===== config.mk =====
export PLATFORM = sky130hd
export DESIGN_NAME = ecc_fix_applier
export DESIGN_NICKNAME = d
export VERILOG_FILES = /design/src/rtl/ecc_fix_pkg.sv /design/src/rtl/efa_poll_ctrl.sv /design/src/rtl/efa_locator_unpack.sv /design/src/rtl/efa_rmw_engine.sv /design/src/rtl/ecc_fix_applier.sv
export SDC_FILE = /design/constraint.sdc
export NUM_CORES = 1
export LEC_CHECK = 0
export ABC_AREA = 1
export BUFFER_PORTS_ARGS = -buffer_cell sky130_fd_sc_hd__buf_2
export CORE_AREA = 10 10 125 127
export CTS_CLUSTER_DIAMETER = 60
export CTS_CLUSTER_SIZE = 16
export DETAILED_ROUTE_END_ITERATION = 6
export DIE_AREA = 0 0 135 137
export PLACE_DENSITY = 0.93
export SKIP_CTS_REPAIR_TIMING = 1
export SLEW_MARGIN = 20
export SYNTH_ARGS = -nofsm -noshare
export SYNTH_HDL_FRONTEND = slang
export SYNTH_SLANG_ARGS = --single-unit

===== constraint.sdc =====
create_clock -name clk -period 2.8 [get_ports clk]
set_clock_uncertainty 0.15 [all_clocks]
set_input_delay 0.56 -clock clk [delete_from_list [all_inputs] [get_ports clk]]
set_output_delay 0.56 -clock clk [all_outputs]
set_load 0.005 [all_outputs]

===== src/rtl/ecc_fix_pkg.sv =====
package ecc_fix_pkg;
  localparam int N_ENTRY = 4;

  typedef enum logic [2:0] {
    SQ_IDLE, SQ_KICK, SQ_ARM, SQ_PICK, SQ_FIX, SQ_DONE
  } seq_t;

  typedef enum logic [1:0] {PL_OFF, PL_ARM, PL_WAIT} poll_t;

  typedef enum logic [1:0] {RM_IDLE, RM_RD, RM_RWAIT, RM_WR} rmw_t;

  localparam logic [3:0] DEC_CLEAN = 4'd0;
  localparam logic [3:0] DEC_FAIL  = 4'd1;

  function automatic logic dec_is_busy(input logic [3:0] s);
    return s >= 4'd4;
  endfunction
endpackage


===== src/rtl/efa_poll_ctrl.sv =====
module efa_poll_ctrl
  import ecc_fix_pkg::*;
#(
  parameter int ARM_TIMEOUT = 64
) (
  input  logic       clk,
  input  logic       rst_n,
  input  logic       arm,
  input  logic [3:0] dec_state,
  output logic       final_valid,
  output logic [3:0] final_code
);
  localparam int CW = $clog2(ARM_TIMEOUT + 1);
  localparam logic [CW-1:0] LAST = CW'(ARM_TIMEOUT - 1);

  poll_t          phase;
  logic [CW-1:0]  wait_cnt;

  assign final_valid = (phase == PL_WAIT) && !dec_is_busy(dec_state);
  assign final_code  = dec_state;

  always_ff @(posedge clk or negedge rst_n) begin
    if (!rst_n) begin
      phase    <= PL_OFF;
      wait_cnt <= '0;
    end else begin
      case (phase)
        PL_OFF: if (arm) begin
          phase    <= PL_ARM;
          wait_cnt <= '0;
        end
        PL_ARM: begin
          if (dec_is_busy(dec_state) || wait_cnt == LAST) phase <= PL_WAIT;
          else wait_cnt <= wait_cnt + 1'b1;
        end
        PL_WAIT: if (final_valid) phase <= PL_OFF;
        default: phase <= PL_OFF;
      endcase
    end
  end

  // a final state is never reported before the arming window closed
  a_r2_window_respected: assert property (@(posedge clk) disable iff (!rst_n)
    (phase == PL_ARM && !dec_is_busy(dec_state) && wait_cnt != LAST) |=> !final_valid);
endmodule


===== src/rtl/efa_locator_unpack.sv =====
module efa_locator_unpack
  import ecc_fix_pkg::*;
#(
  parameter int CHUNK_BYTES = 512,
  parameter int LOC_W       = 10,
  parameter int BIAS        = CHUNK_BYTES + 7,
  parameter int ADDR_W      = $clog2(CHUNK_BYTES)
) (
  input  logic [31:0]       addr_lo,
  input  logic [31:0]       addr_hi,
  input  logic [31:0]       val_lo,
  input  logic [31:0]       val_hi,
  input  logic [1:0]        idx,
  output logic              hit,
  output logic [ADDR_W-1:0] offset,
  output logic [7:0]        flip
);
  localparam int XW = LOC_W + 1;
  localparam logic [XW-1:0] BIAS_X  = XW'(BIAS);
  localparam logic [XW-1:0] LIMIT_X = XW'(CHUNK_BYTES);

  logic              hit_v  [N_ENTRY];
  logic [ADDR_W-1:0] off_v  [N_ENTRY];
  logic [7:0]        flip_v [N_ENTRY];

  for (genvar g = 0; g < N_ENTRY; g++) begin : g_entry
    localparam int HS = (g % 2) * 16;
    logic [31:0]   aw, vw;
    logic [XW-1:0] raw_x, diff;
    assign aw        = (g < 2) ? addr_lo : addr_hi;
    assign vw        = (g < 2) ? val_lo  : val_hi;
    assign raw_x     = {1'b0, aw[HS +: LOC_W]};
    assign diff      = BIAS_X - raw_x;
    assign hit_v[g]  = (raw_x <= BIAS_X) && (diff < LIMIT_X);
    assign off_v[g]  = diff[ADDR_W-1:0];
    assign flip_v[g] = vw[HS +: 8];
  end

  assign hit    = hit_v[idx];
  assign offset = off_v[idx];
  assign flip   = flip_v[idx];
endmodule


===== src/rtl/efa_rmw_engine.sv =====
module efa_rmw_engine
  import ecc_fix_pkg::*;
#(
  parameter int ADDR_W = 9
) (
  input  logic              clk,
  input  logic              rst_n,
  input  logic              go,
  input  logic [ADDR_W-1:0] go_addr,
  input  logic [7:0]        go_flip,
  output logic              finished,
  output logic              mem_req_valid,
  input  logic              mem_req_ready,
  output logic              mem_req_write,
  output logic [ADDR_W-1:0] mem_req_addr,
  output logic [7:0]        mem_req_wdata,
  input  logic              mem_rsp_valid,
  input  logic [7:0]        mem_rsp_data
);
  rmw_t              st;
  logic [ADDR_W-1:0] addr_q;
  logic [7:0]        flip_q, wdata_q;

  assign mem_req_valid = (st == RM_RD) || (st == RM_WR);
  assign mem_req_write = (st == RM_WR);
  assign mem_req_addr  = addr_q;
  assign mem_req_wdata = wdata_q;
  assign finished      = (st == RM_WR) && mem_req_ready;

  always_ff @(posedge clk or negedge rst_n) begin
    if (!rst_n) begin
      st      <= RM_IDLE;
      addr_q  <= '0;
      flip_q  <= '0;
      wdata_q <= '0;
    end else begin
      case (st)
        RM_IDLE: if (go) begin
          st     <= RM_RD;
          addr_q <= go_addr;
          flip_q <= go_flip;
        end
        RM_RD:    if (mem_req_ready) st <= RM_RWAIT;
        RM_RWAIT: if (mem_rsp_valid) begin
          wdata_q <= mem_rsp_data ^ flip_q;
          st      <= RM_WR;
        end
        RM_WR:    if (mem_req_ready) st <= RM_IDLE;
        default:  st <= RM_IDLE;
      endcase
    end
  end

  // a stalled request is held unchanged
  a_r8_req_hold: assert property (@(posedge clk) disable iff (!rst_n)
    (mem_req_valid && !mem_req_ready) |=> (mem_req_valid && $stable(mem_req_write)
      && $stable(mem_req_addr) && $stable(mem_req_wdata)));
endmodule


===== src/rtl/ecc_fix_applier.sv =====
module ecc_fix_applier
  import ecc_fix_pkg::*;
#(
  parameter int CHUNK_BYTES = 512,
  parameter int LOC_W       = 10,
  parameter int SYN_WORDS   = 4,
  parameter int ARM_TIMEOUT = 64,
  localparam int ADDR_W     = $clog2(CHUNK_BYTES),
  localparam int SYN_W      = 32 * SYN_WORDS
) (
  input  logic              clk,
  input  logic              rst_n,
  input  logic              start,
  input  logic [SYN_W-1:0]  syndrome,
  output logic              dec_start,
  input  logic [3:0]        dec_state,
  input  logic [1:0]        dec_count,
  input  logic [31:0]       dec_addr_lo,
  input  logic [31:0]       dec_addr_hi,
  input  logic [31:0]       dec_val_lo,
  input  logic [31:0]       dec_val_hi,
  output logic              mem_req_valid,
  input  logic              mem_req_ready,
  output logic              mem_req_write,
  output logic [ADDR_W-1:0] mem_req_addr,
  output logic [7:0]        mem_req_wdata,
  input  logic              mem_rsp_valid,
  input  logic [7:0]        mem_rsp_data,
  output logic              done,
  output logic [2:0]        fix_count,
  output logic              uncorrectable
);
  seq_t              seq;
  logic [1:0]        idx_q, last_q;
  logic [31:0]       alo_q, ahi_q, vlo_q, vhi_q;
  logic [2:0]        cnt_q;
  logic              unc_q;
  logic              final_valid;
  logic [3:0]        final_code;
  logic              e_hit;
  logic [ADDR_W-1:0] e_off;
  logic [7:0]        e_flip;
  logic              rmw_go, rmw_finished;

  assign dec_start     = (seq == SQ_KICK);
  assign done          = (seq == SQ_DONE);
  assign fix_count     = cnt_q;
  assign uncorrectable = unc_q;
  assign rmw_go        = (seq == SQ_PICK) && e_hit;

  efa_poll_ctrl #(.ARM_TIMEOUT(ARM_TIMEOUT)) u_poll (
    .clk(clk), .rst_n(rst_n), .arm(dec_start), .dec_state(dec_state),
    .final_valid(final_valid), .final_code(final_code)
  );

  efa_locator_unpack #(.CHUNK_BYTES(CHUNK_BYTES), .LOC_W(LOC_W)) u_unpack (
    .addr_lo(alo_q), .addr_hi(ahi_q), .val_lo(vlo_q), .val_hi(vhi_q),
    .idx(idx_q), .hit(e_hit), .offset(e_off), .flip(e_flip)
  );

  efa_rmw_engine #(.ADDR_W(ADDR_W)) u_rmw (
    .clk(clk), .rst_n(rst_n), .go(rmw_go), .go_addr(e_off), .go_flip(e_flip),
    .finished(rmw_finished),
    .mem_req_valid(mem_req_valid), .mem_req_ready(mem_req_ready),
    .mem_req_write(mem_req_write), .mem_req_addr(mem_req_addr),
    .mem_req_wdata(mem_req_wdata), .mem_rsp_valid(mem_rsp_valid),
    .mem_rsp_data(mem_rsp_data)
  );

  always_ff @(posedge clk or negedge rst_n) begin
    if (!rst_n) begin
      seq    <= SQ_IDLE;
      idx_q  <= '0;
      last_q <= '0;
      alo_q  <= '0;
      ahi_q  <= '0;
      vlo_q  <= '0;
      vhi_q  <= '0;
      cnt_q  <= '0;
      unc_q  <= 1'b0;
    end else begin
      case (seq)
        SQ_IDLE: if (start) begin
          cnt_q <= '0;
          unc_q <= 1'b0;
          seq   <= (|syndrome) ? SQ_KICK : SQ_DONE;
        end
        SQ_KICK: seq <= SQ_ARM;
        SQ_ARM: if (final_valid) begin
          if (final_code == DEC_CLEAN) begin
            seq <= SQ_DONE;
          end else if (final_code == DEC_FAIL) begin
            unc_q <= 1'b1;
            seq   <= SQ_DONE;
          end else begin
            alo_q  <= dec_addr_lo;
            ahi_q  <= dec_addr_hi;
            vlo_q  <= dec_val_lo;
            vhi_q  <= dec_val_hi;
            last_q <= dec_count;
            idx_q  <= '0;
            seq    <= SQ_PICK;
          end
        end
        SQ_PICK: begin
          if (e_hit) seq <= SQ_FIX;
          else if (idx_q == last_q) seq <= SQ_DONE;
          else idx_q <= idx_q + 1'b1;
        end
        SQ_FIX: if (rmw_finished) begin
          cnt_q <= cnt_q + 1'b1;
          if (idx_q == last_q) seq <= SQ_DONE;
          else begin
            idx_q <= idx_q + 1'b1;
            seq   <= SQ_PICK;
          end
        end
        SQ_DONE: seq <= SQ_IDLE;
        default: seq <= SQ_IDLE;
      endcase
    end
  end

  // the decoder launch is a single-cycle pulse
  a_r2_kick_single: assert property (@(posedge clk) disable iff (!rst_n)
    dec_start |=> !dec_start);
  // completion is a single-cycle pulse
  a_r9_done_single: assert property (@(posedge clk) disable iff (!rst_n)
    done |=> !done);
  // an uncorrectable result never reports corrected bytes
  a_r4_fail_no_count: assert property (@(posedge clk) disable iff (!rst_n)
    (done && uncorrectable) |-> (fix_count == 3'd0));
  // no buffer traffic while idle
  a_r10_idle_quiet: assert property (@(posedge clk) disable iff (!rst_n)
    (seq == SQ_IDLE) |-> !mem_req_valid);
endmodule


# Word-level counts from Yosys, hierarchy flattened
# Cells that the tools add are included.
# classes
n_addsub,7
n_lt_le_gt_ge,10
eq_ne,29
muxes,46
n_bitwise,4
n_reduce_logical,29
# ops
op,n
OR reduction 128 bit,1
less-than comparator 11 x 10 -> 1 bit (second input constant),4
subtractor 10 x 10 -> 11 bit (first input constant),4
less-or-equal comparator 10 bit (second input constant),4
2-to-1 mux 3 bit,11
!= test 2 bit (second input constant),14
2-to-1 mux 2 bit,13
binary-select mux 9 bit (select 2 bit),1
2-to-1 mux 9 bit,2
binary-select mux 8 bit (select 2 bit),1
2-to-1 mux 8 bit,2
one-hot mux 3 bit (5 select lines),1
2-to-1 mux 7 bit,2
one-hot mux 7 bit (2 select lines),1
one-hot mux 2 bit (3 select lines),2
AND reduction 4 bit,3
AND reduction 3 bit,3
one-hot mux 2 bit (4 select lines),1
XOR 8 bit,1
adder 7 x 1 -> 7 bit (second input constant),1
equality test 7 x 6 -> 1 bit (second input constant),1
logical AND 1 bit,7
equality test 2 bit (second input constant),3
equality test 3 x 2 -> 1 bit (second input constant),2
other kinds (27),40
# totals
register_bits,147
input_bits,275
out_inout_bits,25
elab_cells,140

# Longest topological paths before layout
# Gate-level depths: netlist (run 1).
# logic_depth
depth_word,9
depth_mapped,15
ltp_nobuf,14

# Cells and area by module
# A second synthesis (run 1) with hierarchy kept.
# hier_totals
hier_cells,899
area_unflattened_um2,8831.0
# modules_own_cells
mod,instances,cells_each,area_each_um2,seq_area_each_um2
ecc_fix_applier,1,473,5896.9,3478.3
efa_rmw_engine,1,134,1298.7,675.6
efa_locator_unpack,1,218,1062.3,0.0
efa_poll_ctrl,1,74,573.0,225.2

# Worst setup path before layout (run 1)
# No wires, ideal clock.
# synth_path
path_type,in2reg
from,input port dec_state[3]
to,register ahi_q[0]
setup_time_ps,125
arrival_time_ps,1643
t_required_ps,2525
slack_ps,882
cell_stages,6
n_path_buf,2
path_cell_list,nor2_1 nand3_1 or2_1 buf_6 buf_6 mux2_4
# synth_between
elab_chain_cells,4
elab_cells_between_ends,8
classes_between,order compare (1); eq/ne (1); bitwise (2); reduce/logical (4)
# synth_lines
item,line_no,text
start: declaration,ecc_fix_applier.sv:16,"input logic [3:0] dec_state,"
greater-or-equal comparator 4 x 3 -> 1 bit,ecc_fix_pkg.sv:16,return s >= 4'd4;
zero test 1 bit,efa_poll_ctrl.sv:19,assign final_valid = (phase == PL_WAIT) && !dec_is_busy(dec_state);
logical AND 1 bit,efa_poll_ctrl.sv:19,
AND reduction 4 bit (no line) *,-,
end signal: assignment,ecc_fix_applier.sv:97,ahi_q <= dec_addr_hi;
end: declaration,ecc_fix_applier.sv:35,"logic [31:0] alo_q, ahi_q, vlo_q, vhi_q;"
# Every way passes the cells marked *; elsewhere a longest branch is shown, timed or not.
# A chain may end at the register's enable or synchronous reset.

# Worst setup path in the final report (run 1)
# layout_path
from,register ahi_q[19]
to,register u_rmw.addr_q[3] (netlist: u_rmw.mem_req_addr[3])
# layout_between
elab_chain_cells,8
elab_cells_between_ends,12
classes_between,add/sub (1); order compare (2); mux (6); reduce/logical (3)
# layout_lines
item,line_no,text
subtractor 10 x 10 -> 11 bit,efa_locator_unpack.sv:33,assign diff = BIAS_X - raw_x;
less-than comparator 11 x 10 -> 1 bit,efa_locator_unpack.sv:34,assign hit_v[g] = (raw_x <= BIAS_X) && (diff < LIMIT_X);
logical AND 1 bit,efa_locator_unpack.sv:34,
binary-select mux 1 bit (select 2 bit),efa_locator_unpack.sv:39,assign hit = hit_v[idx];
2-to-1 mux 1 bit (implied by the code) (2 in a row),efa_locator_unpack.sv:39,
logical AND 1 bit,ecc_fix_applier.sv:49,assign rmw_go = (seq == SQ_PICK) && e_hit;
AND reduction 2 bit (no line),-,
end signal: assignment,efa_rmw_engine.sv:40,addr_q <= go_addr;
end: declaration,efa_rmw_engine.sv:21,logic [ADDR_W-1:0] addr_q;
# Several ways; a longest one is shown, not always the timed one. The select of a mux whose other input is x is not followed.

==> impl_metrics.tcl, run 1 <==
set metrics [dict create \
    clockRootBuffer "clkbuf_16" \
    core_area_um2 13100 \
    leakage_uw 0.00466 \
    synth_nets 1034 \
    critical_path_arrival_ps 2450 \
    required_ps 2990 \
    drt_iter0_drc 319 \
    wl_per_cell_um 17.7 \
    synth_edf_count 0 \
    synthFlopType "dfrtp_1" \
    area_growth_pct 30.4 \
    dpl_worst_slack_ps 486 \
    antenna_found_initial 0 \
    peakVddDrop_uv 556 \
    clock_latency_ps 410 \
    dr.pass1.iters 5 \
    yosysUniqueCellTypes 38 \
    max-cap-violations 0 \
    cts_sinks 119 \
    max_freq_ghz 0.442 \
    cts_buffers 17 \
    io_pins 300 \
    cts_buffer_depth 2 \
    rsz0062_at_grt "false" \
    vias_per_cell 5.30 \
    end_kind "register" \
    die_x_um 135 \
    initial_utilization 0.503 \
    cts_max_level 4 \
    synth_area_um2 6580 \
    path_class "register to register" \
    clk_pin_slew_ps 50 \
    dp_hpwl_um 16200 \
    cp_num_buf_inv 2 \
    setup_viol 0 \
    diodes 0 \
    n_fill_cell 1014 \
    drv_slew 0 \
    hold_slack_ps -13.4 \
    finalHoldViolCount 30 \
    finalCritPeriodShare 0.809 \
    wl_um 21000 \
    hp-class "primary input to async pin" \
    violations "negative hold slack" \
    cp-start-kind "register" \
    path_common_cell "nand2_1" \
    layout-drive-gt1-share 0.358 \
    p_per_area_nw_per_um2 854 \
    seq_area_frac_synth 0.453 \
    final_area_um2 8570 \
    grt_max_degree 54 \
    syn_inst 748 \
    vias 6297 \
    rows 42 \
    finalCriticalPeriod_ps 2260 \
    fin_tns_setup_ps 0 \
    status "complete, but fails checks" \
    path_cells "inv_1, ha_1, inv_1, o21ai_1, nand3_1, nand2_1, nand2_1, nand2_1, nand2_2, nor2_4, nand2_1, nand2_1" \
    syn_area_per_cell_um2 8.79 \
    first_global_vias 6604 \
    place.gp.congestion 0.925 \
    critPathMaxFanout 17 \
    drc 0 \
    synth-seq-cells 119 \
    slowest_delay_ps 380 \
    design.die.area_um2 18500 \
    die_y_um 137 \
    port_buffers 243 \
    async_flop_share 1.00 \
    grt_first_pass_wirelength_um 33000 \
    yosysWarnings 0 \
    drtAntennaViolNets 0 \
    worst_pin_slew_ps 592 \
    grt.total_usage 0.221 \
    finalWorstSetupSlack_ps 535 \
    crit_family "simple AND/OR/NAND/NOR gates" \
    slowest_stage "dfrtp_1" \
    tritoncts "done" \
    placed_cell_area_um2 7970 \
    max_slew_margin 0.605 \
    grt_overflow 0 \
    nets 1284 \
]
[synthesized netlist by cell type (2+ instances only)]
master,count,area [um^2]
a21oi_1,26,130
clkbuf_1,8,30.0
buf_6,12,135
nor2_1,128,480
xor2_1,3,26.3
nor3_1,8,40.0
o21ai_0,65,325
inv_1,57,214
buf_2,2,10.0
nor4_1,11,68.8
a22oi_1,9,67.6
nand4_1,15,93.8
or2_2,4,25.0
xnor2_1,9,78.8
mux2_4,51,766
inv_2,5,18.8
a21oi_2,13,114
nand2_1,145,544
nor2_2,2,12.5
o221ai_1,5,43.8
nand3_1,25,125
dfrtp_1,119,2980
ha_1,11,138
[final timing paths]
kind	slack, ps	endpoint	cells past startpoint	start
setup / recovery	540	u_rmw.mem_req_addr[3]	12	ahi_q[19]
hold / removal	-10	ahi_q[4]	1	rst_n
setup reg to reg	540	u_rmw.mem_req_addr[3]	12	ahi_q[19]
hold reg to reg	350	u_rmw.mem_req_wdata[6]	2	u_rmw.mem_req_wdata[6]
max in group asynchronous	1770	ahi_q[18]	2	rst_n
min in group clk	220	ahi_q[2]	2	dec_addr_hi[2]
[metrics by stage]
step,power [uW],std cells,utilization
3_5_place_dp,5050,1155,0.609
2_1_floorplan,4180,748,-
6_report,7320,1187,0.655
5_1_grt,7740,1187,0.655
4_1_cts,7310,1187,0.655
3_3_place_gp,4910,1155,0.609
[where the power goes]
part / leakage (uW) / switching [uW] / internal (uW)
sequential: 0.00151 / 414 / 2250
clock: 0.000290 / 746 / 1460
combinational: 0.00286 / 1350 / 1090
total: 0.00466 / 2510 / 4800
[cell families (layout without fill, tap and decap cells)]
family                   Yosys count  in the layout  share of synthesized area
AO/OA/AOI/OAI                    126            126                      0.113
XOR/XNOR                          12             12                     0.0160
adder cells (fa/ha/maj)           11             11                     0.0209
buffers and inverters             86            349                     0.0637
flip-flops                       119            119                      0.453
multiplexers                      51             51                      0.116
AND/OR/NAND/NOR                  343            343                      0.218
[state kept, by name (all words and copies together) (netlist names), 3 cells and up]
name,count
ahi_q,20
alo_q,20
fix_count,3
seq,3
u_poll.wait_cnt,7
u_rmw.flip_q,8
u_rmw.mem_req_addr,9
u_rmw.mem_req_wdata,8
vhi_q,16
vlo_q,16
[metal layers]
layer  part of all wire  global-route usage
met4              0.013              0.0640
met1               0.39               0.242
met2               0.51               0.405
met3              0.086              0.0678
met5                  0                   0
[cells in the final DEF (no fill, tap or decap), types with 5 or more instances in the layout]
cell type / n
a21oi_1: 26
a21oi_2: 13
a22oi_1: 9
buf_2: 242
buf_4: 9
clkbuf_16: 17
dfrtp_1: 119
ha_1: 11
inv_1: 57
inv_2: 5
mux2_4: 51
nand2_1: 145
nand3_1: 25
nand4_1: 15
nor2_1: 128
nor3_1: 8
nor4_1: 11
o21ai_0: 65
o221ai_1: 5
xnor2_1: 9
[final cells by class]
type / instances / area (um^2) / area share
tap: 176 / 220 / 0.0257
timing repair buffer: 255 / 1360 / 0.158
clock buffer: 24 / 482 / 0.0562
inverter: 62 / 233 / 0.0271
sequential: 119 / 2980 / 0.347
clock inverter: 8 / 120 / 0.0140
multi-input combinational: 543 / 3180 / 0.371
Power figures use the tool's default switching activity.
==> run 2, diff against run 1 <==
--- a/config.mk
+++ b/config.mk
@@ -7,12 +7,12 @@
 export LEC_CHECK = 0
 export ABC_AREA = 1
 export BUFFER_PORTS_ARGS = -buffer_cell sky130_fd_sc_hd__buf_2
-export CORE_AREA = 10 10 125 127
+export CORE_AREA = 10 10 129 131
 export CTS_CLUSTER_DIAMETER = 60
 export CTS_CLUSTER_SIZE = 16
 export DETAILED_ROUTE_END_ITERATION = 6
-export DIE_AREA = 0 0 135 137
-export PLACE_DENSITY = 0.93
+export DIE_AREA = 0 0 139 141
+export PLACE_DENSITY = 0.88
 export SKIP_CTS_REPAIR_TIMING = 1
 export SLEW_MARGIN = 20
 export SYNTH_ARGS = -nofsm -noshare
==> constraint.sdc (replaced) <==
create_clock -name clk -period 2.33 [get_ports clk]
set_clock_uncertainty 0.15 [all_clocks]
set_input_delay 0.466 -clock clk [delete_from_list [all_inputs] [get_ports clk]]
set_output_delay 0.466 -clock clk [all_outputs]
set_load 0.005 [all_outputs]
==> run 2 against run 1 <==
Effect of this change: the run now ends clean; count of clock-buffer cells in the layout down 5; global-route usage down 1.7 points; flip-flop and latch count unchanged; first-iteration DRC count down 5.0%; critical path depth down 9; via count down 1.9%; worst setup slack worse by 420 ps; power up 22%; register-to-register slack worse by 340 ps; design area up 1.3%; non-clock buffer count up 5; utilization down 4.4 points; critical path type is now register to output pin.
==> impl_metrics.tcl, run 2 (synthesis gave the netlist of run 1 again) <==
set metrics [dict create \
    status "complete, no violations" \
    vias 6178 \
    dr.pass1.iters 5 \
    hp-class "primary input to register" \
    top_regs "ahi_q: 20 flops, alo_q: 20 flops" \
    finalCriticalPeriod_ps 2220 \
    die_y_um 141 \
    wl_per_cell_um 17.2 \
    initial_utilization 0.463 \
    critical_path_arrival_ps 1600 \
    cts_sinks 119 \
    rows 44 \
    drc 0 \
    io_pins 300 \
    fin_util 0.611 \
    grt_first_pass_wirelength_um 32800 \
    final_common_cell "buf_2" \
    clockRootBuffer "clkbuf_16" \
    required_ps 1710 \
    critical_path.startpoint "seq[0]" \
    place.gp.congestion 0.899 \
    dpl.cell_count 1166 \
    first_global_vias 6514 \
    wl_um 20700 \
    p_per_area_nw_per_um2 1030 \
    max-cap-violations 0 \
    finalCritPeriodShare 0.951 \
    combPwrFrac 0.332 \
    reg2reg_from "alo_q[19]" \
    cp-start-kind "register" \
    met3_usage 0.0601 \
    port_buffers 243 \
    vias_per_cell 5.15 \
    met1_usage 0.233 \
    die_x_um 139 \
    setup_viol 0 \
    antenna_found_initial 0 \
    design.die.area_um2 19600 \
    mostFrequentLayoutCells "242 x buf_2, 145 x nand2_1, 127 x nor2_1" \
    nets 1289 \
    core_area_um2 14200 \
    drv_slew 0 \
    hp-start "dec_val_lo[16]" \
    worst_pin_slew_ps 569 \
    max_slew_margin 0.618 \
    leakage_uw 0.00471 \
    cts_buffer_depth 2 \
    drtAntennaViolNets 0 \
    dp_hpwl_um 16300 \
    dpl_worst_slack_ps 72.2 \
    tritoncts "done" \
    drt_iter0_drc 303 \
    path_class "register to output pin" \
    n_fill_cell 1165 \
    diodes 0 \
    grt.total_usage 0.204 \
    fin_tns_setup_ps 0 \
    finalWorstSetupSlack_ps 114 \
    peakVddDrop_uv 640 \
    cts_max_level 4 \
    layout-drive-gt1-share 0.365 \
    final_cells 1199 \
    busiest_layer "met2" \
    finalHoldViolCount 0 \
    grt_overflow 0 \
    power.switching_uw 3030 \
    critPathMaxFanout 5 \
    switching_share 0.340 \
    gr-usage-met2 0.359 \
    intPower_uw 5870 \
    clk_pin_slew_ps 60 \
    max_freq_ghz 0.451 \
    cts_buffers 17 \
    end_kind "output pin" \
    area_growth_pct 32.0 \
    clock_power_share 0.310 \
    grt_max_degree 46 \
    seq_power_share 0.357 \
    clock_latency_ps 400 \
]
==> run 2: changes by cell type in the layout (fill, tap and decap cells not counted), sizes merged <==
cell	delta
clkinvlp	+2
buf	+4
bufinv	+1
dlygate4sd3	+1
clkbuf	-5
inv	+1
==> run 2: final cells by class <==
| type | instances | area [um^2] | area share |
|---|---|---|---|
| Clock buffer | 19 | 453 | 0.0522 |
| Sequential cell | 119 | 2980 | 0.343 |
| Tap cell | 184 | 230 | 0.0265 |
| Inverter | 62 | 233 | 0.0268 |
| Multi-Input combinational cell | 543 | 3190 | 0.367 |
| Clock inverter | 12 | 174 | 0.0200 |
| Timing Repair Buffer | 260 | 1420 | 0.164 |
==> run 2: stage by stage <==
stage,total power [uW],area [um^2],hold WS [ps]
floorplan,5030,6580,20.4
CTS,8910,8640,-163
global route,9420,8680,131
global placement,5950,8020,264
detailed placement,6090,8020,269
finish,8900,8680,135
==> run 2: power groups by stage <==
stage                     combinational (uW)  clock, uW  sequential [uW]
after detailed placement                2900          0             3190
after floorplan                         1970          0             3060
final                                   2960       2760             3180
after global routing                    3280       2880             3250
after global placement                  2800          0             3150
after CTS                               2950       2790             3170
==> run 2: routing by layer <==
metal	up-vias	part of all wire	wire length, um
met3	34	0.079	1640
met2	271	0.50	10400
met4	0	0.019	396
met5	-	0	0
met1	2866	0.40	8270
li1	3007	-	-
==> run 2: worst max-delay path, stage by stage (launching register included) <==
cell and delay [ps]:
dfrtp_1 420, inv_1 100, nor3_1 450, buf_2 230
==> run 2: final timing paths <==
path	slack (ps)	end	cells past startpoint
hold / removal	140	vlo_q[16]	2
max in group asynchronous	1040	alo_q[8]	3
hold reg to reg	340	u_rmw.mem_req_wdata[6]	2
min in group asynchronous	380	vlo_q[1]	2
setup reg to reg	200	u_rmw.mem_req_addr[0]	14
setup / recovery	110	dec_start	3
